===== config.mk =====
export PLATFORM = sky130hd
export DESIGN_NAME = evt_cmp_channel
export DESIGN_NICKNAME = d
export VERILOG_FILES = /design/src/rtl/evt_chan_pkg.sv /design/src/rtl/evt_chan_cfg.sv /design/src/rtl/evt_chan_store.sv /design/src/rtl/evt_chan_match.sv /design/src/rtl/evt_cmp_channel.sv
export SDC_FILE = /design/constraint.sdc
export NUM_CORES = 1
export LEC_CHECK = 0
export BUFFER_PORTS_ARGS = -buffer_cell sky130_fd_sc_hd__clkbuf_2
export CORE_MARGIN = 5
export CORE_UTILIZATION = 55
export CTS_BUF_LIST = sky130_fd_sc_hd__clkbuf_4
export DETAILED_ROUTE_END_ITERATION = 10
export PLACE_DENSITY_LB_ADDON = 0.08
export SKIP_CTS_REPAIR_TIMING = 1
export SYNTH_ARGS = -nofsm -noshare
export SYNTH_HDL_FRONTEND = slang
export SYNTH_SLANG_ARGS = --single-unit
export TNS_END_PERCENT = 100

===== constraint.sdc =====
create_clock -name clk -period 11.8 [get_ports clk]
set_input_delay 1.18 -clock clk [delete_from_list [all_inputs] [get_ports clk]]
set_output_delay 1.18 -clock clk [all_outputs]
set_load 0.02 [all_outputs]

===== src/rtl/evt_chan_pkg.sv =====
package evt_chan_pkg;
  // Config word bit positions
  localparam int CB_LVL  = 1;
  localparam int CB_EN   = 2;
  localparam int CB_PER  = 3;
  localparam int CB_PCAP = 4;
  localparam int CB_WCAP = 5;
  localparam int CB_SETV = 6;
  localparam int CB_M32  = 8;
endpackage


===== src/rtl/evt_chan_cfg.sv =====
module evt_chan_cfg
  import evt_chan_pkg::*;
#(
  parameter int WORD_W = 32
) (
  input  logic              clk,
  input  logic              rst,
  input  logic              wr_cfg,
  input  logic              d_en,
  input  logic              d_per,
  input  logic              d_setv,
  input  logic              d_m32,
  input  logic              clr_setv,
  output logic              en,
  output logic              periodic,
  output logic              setval,
  output logic              m32,
  output logic [WORD_W-1:0] cfg_word
);
  always_ff @(posedge clk) begin
    if (rst) begin
      en       <= 1'b0;
      periodic <= 1'b0;
      setval   <= 1'b0;
      m32      <= 1'b0;
    end else if (wr_cfg) begin
      en       <= d_en;
      periodic <= d_per;
      setval   <= d_setv;
      m32      <= d_m32;
    end else if (clr_setv) begin
      setval <= 1'b0;
    end
  end

  // Level request is never stored; capability bits are constant
  always_comb begin
    cfg_word          = '0;
    cfg_word[CB_EN]   = en;
    cfg_word[CB_PER]  = periodic;
    cfg_word[CB_PCAP] = 1'b1;
    cfg_word[CB_WCAP] = 1'b1;
    cfg_word[CB_SETV] = setval;
    cfg_word[CB_M32]  = m32;
  end
endmodule


===== src/rtl/evt_chan_store.sv =====
module evt_chan_store #(
  parameter  int WORD_W = 32,
  localparam int CNT_W  = 2 * WORD_W
) (
  input  logic              clk,
  input  logic              rst,
  input  logic              periodic,
  input  logic              setval,
  input  logic              m32,
  input  logic              wr_cfg,
  input  logic              cfg_m32_in,
  input  logic              wr_lo,
  input  logic              wr_hi,
  input  logic [WORD_W-1:0] wdata,
  input  logic              add_req,
  output logic [CNT_W-1:0]  cmp,
  output logic [CNT_W-1:0]  period
);
  logic              to_cmp;
  logic [WORD_W-1:0] wd_top_clr;
  logic [WORD_W-1:0] per_lo_val;
  logic [CNT_W-1:0]  sum_raw;
  logic [CNT_W-1:0]  sum;

  assign to_cmp     = !periodic || setval;
  assign wd_top_clr = {1'b0, wdata[WORD_W-2:0]};
  assign per_lo_val = m32 ? wd_top_clr : wdata;
  assign sum_raw    = cmp + period;

  generate
    if (CNT_W > WORD_W) begin : g_wrap_sum
      assign sum = m32 ? {{(CNT_W-WORD_W){1'b0}}, sum_raw[WORD_W-1:0]} : sum_raw;
    end else begin : g_plain_sum
      assign sum = sum_raw;
    end
  endgenerate

  always_ff @(posedge clk) begin
    if (rst) begin
      cmp    <= '1;
      period <= '0;
    end else if (wr_cfg) begin
      if (cfg_m32_in) begin
        cmp[CNT_W-1:WORD_W]    <= '0;
        period[CNT_W-1:WORD_W] <= '0;
      end
    end else if (wr_lo) begin
      if (to_cmp) cmp[WORD_W-1:0] <= wdata;
      if (periodic) period[WORD_W-1:0] <= per_lo_val;
    end else if (wr_hi) begin
      if (to_cmp) cmp[CNT_W-1:WORD_W] <= wdata;
      else        period[CNT_W-1:WORD_W] <= wd_top_clr;
    end else if (add_req) begin
      cmp <= sum;
    end
  end
endmodule


===== src/rtl/evt_chan_match.sv =====
module evt_chan_match #(
  parameter  int WORD_W = 32,
  localparam int CNT_W  = 2 * WORD_W
) (
  input  logic             clk,
  input  logic             rst,
  input  logic             en,
  input  logic             periodic,
  input  logic             m32,
  input  logic [CNT_W-1:0] cnt_val,
  input  logic             cnt_step,
  input  logic             glb_en,
  input  logic [CNT_W-1:0] cmp,
  input  logic [CNT_W-1:0] period,
  input  logic             arm_evt,
  output logic             add_req,
  output logic             irq
);
  logic                     arm_req, armed, catching, wrap_pend, glb_q;
  logic [WORD_W-1:0]        prev_lo;
  logic signed [CNT_W-1:0]  d_full;
  logic signed [WORD_W-1:0] d_low;
  logic [WORD_W-1:0]        wrap_head;
  logic ahead, wrap_seen, period_nz, eval, hit_match, hit_wrap, reload;
  logic pend_new, glb_rise;

  assign d_full    = cmp - cnt_val;
  assign d_low     = cmp[WORD_W-1:0] - cnt_val[WORD_W-1:0];
  assign ahead     = m32 ? (d_low > 0) : (d_full > 0);
  assign wrap_seen = cnt_step && (cnt_val[WORD_W-1:0] < prev_lo);
  assign period_nz = m32 ? (|period[WORD_W-1:0]) : (|period);
  assign eval      = glb_en && armed && cnt_step && !catching && !arm_req;
  assign hit_match = eval && !ahead;
  assign hit_wrap  = eval && wrap_pend && wrap_seen;
  assign reload    = hit_match && periodic && period_nz;
  assign add_req   = reload || (catching && !ahead && !arm_req);
  assign wrap_head = '1 - cnt_val[WORD_W-1:0];
  assign pend_new  = m32 && !periodic && (d_low > 0) &&
                     (wrap_head < $unsigned(d_low));
  assign glb_rise  = glb_en && !glb_q;

  always_ff @(posedge clk) begin
    if (rst) begin
      arm_req   <= 1'b0;
      armed     <= 1'b0;
      catching  <= 1'b0;
      wrap_pend <= 1'b0;
      glb_q     <= 1'b0;
      prev_lo   <= '0;
      irq       <= 1'b0;
    end else begin
      glb_q <= glb_en;
      if (cnt_step) prev_lo <= cnt_val[WORD_W-1:0];
      irq     <= (hit_match || hit_wrap) && en;
      arm_req <= arm_evt || (glb_rise && !(&cmp));
      if (arm_req) begin
        armed     <= 1'b1;
        wrap_pend <= pend_new;
        catching  <= 1'b0;
      end else begin
        if (hit_match && !reload) begin
          armed     <= 1'b0;
          wrap_pend <= 1'b0;
        end else if (hit_wrap) begin
          wrap_pend <= 1'b0;
        end
        if (reload) catching <= 1'b1;
        else if (catching && ahead) catching <= 1'b0;
      end
    end
  end
endmodule


===== src/rtl/evt_cmp_channel.sv =====
module evt_cmp_channel
  import evt_chan_pkg::*;
#(
  parameter  int WORD_W = 32,
  localparam int CNT_W  = 2 * WORD_W
) (
  input  logic              clk,
  input  logic              rst,
  input  logic [CNT_W-1:0]  cnt_val,
  input  logic              cnt_step,
  input  logic              glb_en,
  input  logic              wr_cfg,
  input  logic              wr_cmp_lo,
  input  logic              wr_cmp_hi,
  input  logic [WORD_W-1:0] wdata,
  output logic [WORD_W-1:0] cfg_rd,
  output logic [CNT_W-1:0]  cmp_rd,
  output logic              irq
);
  logic en, periodic, setval, m32, add_req;
  logic [CNT_W-1:0] period;

  evt_chan_cfg #(.WORD_W(WORD_W)) u_cfg (
    .clk(clk), .rst(rst), .wr_cfg(wr_cfg),
    .d_en(wdata[CB_EN]), .d_per(wdata[CB_PER]),
    .d_setv(wdata[CB_SETV]), .d_m32(wdata[CB_M32]),
    .clr_setv(wr_cmp_lo || wr_cmp_hi),
    .en(en), .periodic(periodic), .setval(setval), .m32(m32),
    .cfg_word(cfg_rd)
  );

  evt_chan_store #(.WORD_W(WORD_W)) u_store (
    .clk(clk), .rst(rst), .periodic(periodic), .setval(setval), .m32(m32),
    .wr_cfg(wr_cfg), .cfg_m32_in(wdata[CB_M32]),
    .wr_lo(wr_cmp_lo), .wr_hi(wr_cmp_hi), .wdata(wdata),
    .add_req(add_req), .cmp(cmp_rd), .period(period)
  );

  evt_chan_match #(.WORD_W(WORD_W)) u_match (
    .clk(clk), .rst(rst), .en(en), .periodic(periodic), .m32(m32),
    .cnt_val(cnt_val), .cnt_step(cnt_step), .glb_en(glb_en),
    .cmp(cmp_rd), .period(period), .arm_evt(wr_cmp_lo || wr_cmp_hi),
    .add_req(add_req), .irq(irq)
  );
endmodule


==> summary.json <==
{
  "outcome": {"value": "complete, no violations"},
  "drt_pass_1_iters": {"value": 5},
  "regToRegSetupSlack": {"value": 6.20, "unit": "ns"},
  "critPathRequiredTime": {"value": 12.35, "unit": "ns"},
  "critical_path_buf_inv_count": {"value": 2},
  "layout_min_cycle_time": {"value": 5.77, "unit": "ns"},
  "finalCritPeriodShare": {"value": 0.489},
  "timing_max_transition_violations_final": {"value": 0},
  "clk_latency": {"value": 0.66, "unit": "ns"},
  "ctsRootBufferMaster": {"value": "sky130_fd_sc_hd__clkbuf_4"},
  "hp-start": {"value": "u_store.period[3]$_SDFFE_PP0P_"},
  "grt_overflow": {"value": 0},
  "tritoncts": {"value": "done"},
  "port_buffers": {"value": 171},
  "cts-buffers-inserted": {"value": 17},
  "drt_drc_violations_left": {"value": 0},
  "avgRoutedWirePerCell": {"value": 22.0, "unit": "um"},
  "globalRouteMet2Util": {"value": 0.518},
  "endpoint_kind": {"value": "flop"},
  "leakage": {"value": 8.50, "unit": "nW"},
  "instances_no_fill": {"value": 2840},
  "finalCoreUtilization": {"value": 0.591},
  "holdPathEnd": {"value": "u_store.period[3]$_SDFFE_PP0P_"},
  "worstHoldPathType": {"value": "reg2reg"},
  "detailed_place_hpwl": {"value": 50100, "unit": "um"},
  "yosys-top-cells-area": {"value": "sky130_fd_sc_hd__dfxtp_1, sky130_fd_sc_hd__ha_1, sky130_fd_sc_hd__a21oi_1"},
  "worstReg2RegEnd": {"value": "u_store.cmp[7]$_SDFFE_PP1P_"},
  "start_kind": {"value": "primary input"},
  "cpPeakStageDelay": {"value": 0.52, "unit": "ns"},
  "critPathSlowestCell": {"value": "sky130_fd_sc_hd__a211oi_2"},
  "rsz0062_at_grt": {"value": "no"},
  "yosys.cell_types.count": {"value": 89},
  "area_growth_syn_to_layout": {"value": 6.63, "unit": "%"},
  "globalRouteTotalUtil": {"value": 0.339},
  "ctsHtreeMaxLevel": {"value": 4},
  "floorplan.die.width": {"value": 188, "unit": "um"},
  "placed_cell_area": {"value": 18200, "unit": "um^2"},
  "cap_viol_max_count": {"value": 0},
  "grt.met3_usage": {"value": 0.0704},
  "powerDensity": {"value": 109, "unit": "nW/um^2"},
  "std_cell_rows": {"value": 65},
  "synth_area_per_cell": {"value": 7.40, "unit": "um^2"},
  "pin_count_of_the_biggest_net_entering_global_routing": {"value": 90},
  "cpLargestDelayFamily": {"value": "compound AO/OA/AOI/OAI gates"},
  "finalHoldWorstSlack": {"value": 0.495, "unit": "ns"},
  "crit_fanout": {"value": 32},
  "floorplan.die_area": {"value": 35300, "unit": "um^2"},
  "grt_most_used_layer": {"value": "met2"},
  "first_iter_violations": {"value": 1566},
  "synth.top_cell.area_share": {"value": 0.195},
  "finalClockSkew": {"value": 0.0419, "unit": "ns"},
  "grt_first_pass_wirelength": {"value": 95800, "unit": "um"},
  "timing.final.setup_violations": {"value": 0},
  "grt_met1_use": {"value": 0.467},
  "detailroute.via_count": {"value": 18277},
  "top_ff_cell_synth": {"value": "sky130_fd_sc_hd__dfxtp_1"},
  "hold_viol": {"value": 0},
  "crit_path_cell_trace": {"value": "clkbuf_2, ha_1, fa_1, nor2b_4, o31ai_4, a211o_1, a211oi_2, o211ai_1, and4_1, or3_1, nor4bb_1, nand4_1, nor4_1, a21o_1, a22oi_4, buf_4, mux2_2"},
  "mapped_cells": {"value": 2349},
  "grt_antenna_before_repair": {"value": 1},
  "regToRegStartpoint": {"value": "u_store.cmp[20]$_SDFFE_PP1P_"},
  "timing.max_slew.rel_slack": {"value": 0.215},
  "yosys_warning_count": {"value": 0},
  "final_net_count": {"value": 2717},
  "cts_sinks": {"value": 169},
  "setup_total_neg_slack": {"value": 0, "unit": "ns"},
  "worstHoldPathCells": {"value": 2},
  "irDropWorstVdd": {"value": 0.101, "unit": "mV"},
  "num_io_pins": {"value": 200},
  "syn_area": {"value": 17400, "unit": "um^2"},
  "synth_async_reset_ratio": {"value": 0},
  "coreArea": {"value": 31400, "unit": "um^2"},
  "gpl.final_weighted_congestion": {"value": 1.01},
  "synth_seq_cells": {"value": 169},
  "floorplan.die.height": {"value": 188, "unit": "um"},
  "critPathKind": {"value": "in2reg"},
  "tightestPinTransition": {"value": 1.18, "unit": "ns"},
  "synth-edff-count": {"value": 0},
  "drive_above_1_share": {"value": 0.106},
  "clk_pin_slew": {"value": 0.17, "unit": "ns"},
  "yosys_top_cell_by_area": {"value": "sky130_fd_sc_hd__dfxtp_1"},
  "initial_utilization": {"value": 0.554},
  "first_global_vias": {"value": 16834},
  "worst-r2r-cell-count": {"value": 15},
  "layout.cell_area.non_filler": {"value": 18500, "unit": "um^2"},
  "ctsLongestPathBuffers": {"value": 2},
  "dp.cells": {"value": 2807},
  "via_per_inst": {"value": 6.44},
  "fill_cell_count": {"value": 3085},
  "antenna_violating_nets_post_route": {"value": 0},
  "route.final.wire_length": {"value": 62500, "unit": "um"},
  "yosysSeqAreaShare": {"value": 0.195},
  "critPathArrivalTime": {"value": 6.31, "unit": "ns"},
  "fmax": {"value": 0.173, "unit": "GHz"}
}
power breakdown:
group          leakage (nW)  switching (mW)  total, mW  internal (mW)
Sequential             1.39          0.0615      0.665          0.604
Clock                 0.163           0.276      0.381          0.106
Combinational          6.95           0.615      0.983          0.369
Total                  8.50           0.952       2.03           1.08
tightest hold or removal path, stage by stage, from the launching register on:
cell                      delay (ns)
sky130_fd_sc_hd__dfxtp_1        0.36
sky130_fd_sc_hd__nand2_1        0.06
sky130_fd_sc_hd__a21oi_1        0.05
layout by cell type, fill, tap and decap left out, drive strengths merged, types with 43 or more instances in the layout:
master    n
a21o     66
nand2   200
mux2i    97
o21ai   112
a21oi   244
clkbuf  187
nor2    247
ha      188
nand4    73
a211oi   43
dfxtp   169
xnor2    55
inv     161
cells by family after synthesis:
kind of cell	Yosys count	share of synthesized area
simple gates	789	0.222
compound gates	699	0.264
buf+inv	308	0.0768
fa+ha+maj	190	0.138
flops	169	0.195
mux	102	0.0591
xor+xnor	90	0.0453
other cells	2	0.000432
Yosys cell counts, types with 7 or more instances:
library cell                instances
sky130_fd_sc_hd__nor4_1            31
sky130_fd_sc_hd__nand3_1           40
sky130_fd_sc_hd__a2111oi_0         10
sky130_fd_sc_hd__nor3_1            38
sky130_fd_sc_hd__o21a_1            34
sky130_fd_sc_hd__or2_2              8
sky130_fd_sc_hd__xnor2_1           55
sky130_fd_sc_hd__a211oi_1          42
sky130_fd_sc_hd__nand2b_1          20
sky130_fd_sc_hd__and2_1             9
sky130_fd_sc_hd__or3_1             12
sky130_fd_sc_hd__a31oi_1           22
sky130_fd_sc_hd__a21boi_0           7
sky130_fd_sc_hd__o31ai_1           10
sky130_fd_sc_hd__ha_1             188
sky130_fd_sc_hd__dfxtp_1          169
sky130_fd_sc_hd__mux2i_1           97
sky130_fd_sc_hd__buf_2              8
sky130_fd_sc_hd__nand4_1           73
sky130_fd_sc_hd__nor3b_1           37
sky130_fd_sc_hd__a21oi_1          243
sky130_fd_sc_hd__o21ai_0          107
sky130_fd_sc_hd__and3_1            13
sky130_fd_sc_hd__a21o_1            66
sky130_fd_sc_hd__o211ai_1          12
sky130_fd_sc_hd__inv_1            150
sky130_fd_sc_hd__nand2_1          200
sky130_fd_sc_hd__buf_4             33
sky130_fd_sc_hd__a41oi_1            7
sky130_fd_sc_hd__a221oi_1          31
sky130_fd_sc_hd__xor2_1            35
sky130_fd_sc_hd__a211o_1           10
sky130_fd_sc_hd__clkbuf_1         105
sky130_fd_sc_hd__nor2b_1           31
sky130_fd_sc_hd__o21bai_1          16
sky130_fd_sc_hd__nor2_1           247
worst max-delay path by stage:
stage | startpoint | to | slack [ns] | depth (start not counted)
finish | cnt_val[0] | u_store.cmp[7]$_SDFFE_PP1P_ | 6.03 | 17
global placement | cnt_val[0] | u_store.cmp[7]$_SDFFE_PP1P_ | 5.65 | 17
CTS | cnt_val[0] | u_store.cmp[7]$_SDFFE_PP1P_ | 6.23 | 17
floorplan | cnt_val[0] | u_store.cmp[32]$_SDFFE_PP1P_ | 6.89 | 17
detailed placement | cnt_val[0] | u_store.cmp[7]$_SDFFE_PP1P_ | 5.52 | 17
global route | cnt_val[10] | u_store.cmp[7]$_SDFFE_PP1P_ | 5.84 | 17
registers in the layout (all words and copies together), names as in the netlist:
signal and cells:
u_match.wrap_pend 1, u_match.arm_req 1, u_store.cmp 64, u_match.armed 1, u_cfg.en 1, u_match.prev_lo 32, u_cfg.setval 1, u_match.glb_q 1
u_cfg.periodic 1, u_match.irq 1, u_match.catching 1, u_cfg.m32 1, u_store.period 63
layout make-up:
class | instances | area, um^2 | share of cell area
multi-input combinational | 1898 | 12800 | 0.690
sequential | 169 | 3380 | 0.182
timing repair buffer | 188 | 990 | 0.0534
inverter | 150 | 563 | 0.0304
tap | 402 | 503 | 0.0271
clock inverter | 15 | 185 | 0.00999
clock buffer | 17 | 128 | 0.00688
antenna | 1 | 2.50 | 0.000135
per-stage QoR:
| stage | worst slack [ns] | power [mW] |
|---|---|---|
| after floorplan | 6.89 | 1.36 |
| after global placement | 5.65 | 1.62 |
| after detailed placement | 5.52 | 1.63 |
| after CTS | 6.23 | 2.01 |
| after global routing | 5.84 | 2.16 |
| final | 6.03 | 2.03 |
metal layers:
metal | routed length, um | vias to the layer above | part of all wire
met1 | 27300 | 8643 | 0.44
met3 | 5470 | 118 | 0.088
li1 | - | 8673 | -
met2 | 27000 | 843 | 0.43
met5 | 0 | - | 0
met4 | 2700 | 0 | 0.043
Note: power is estimated with default switching activity, not from simulation.
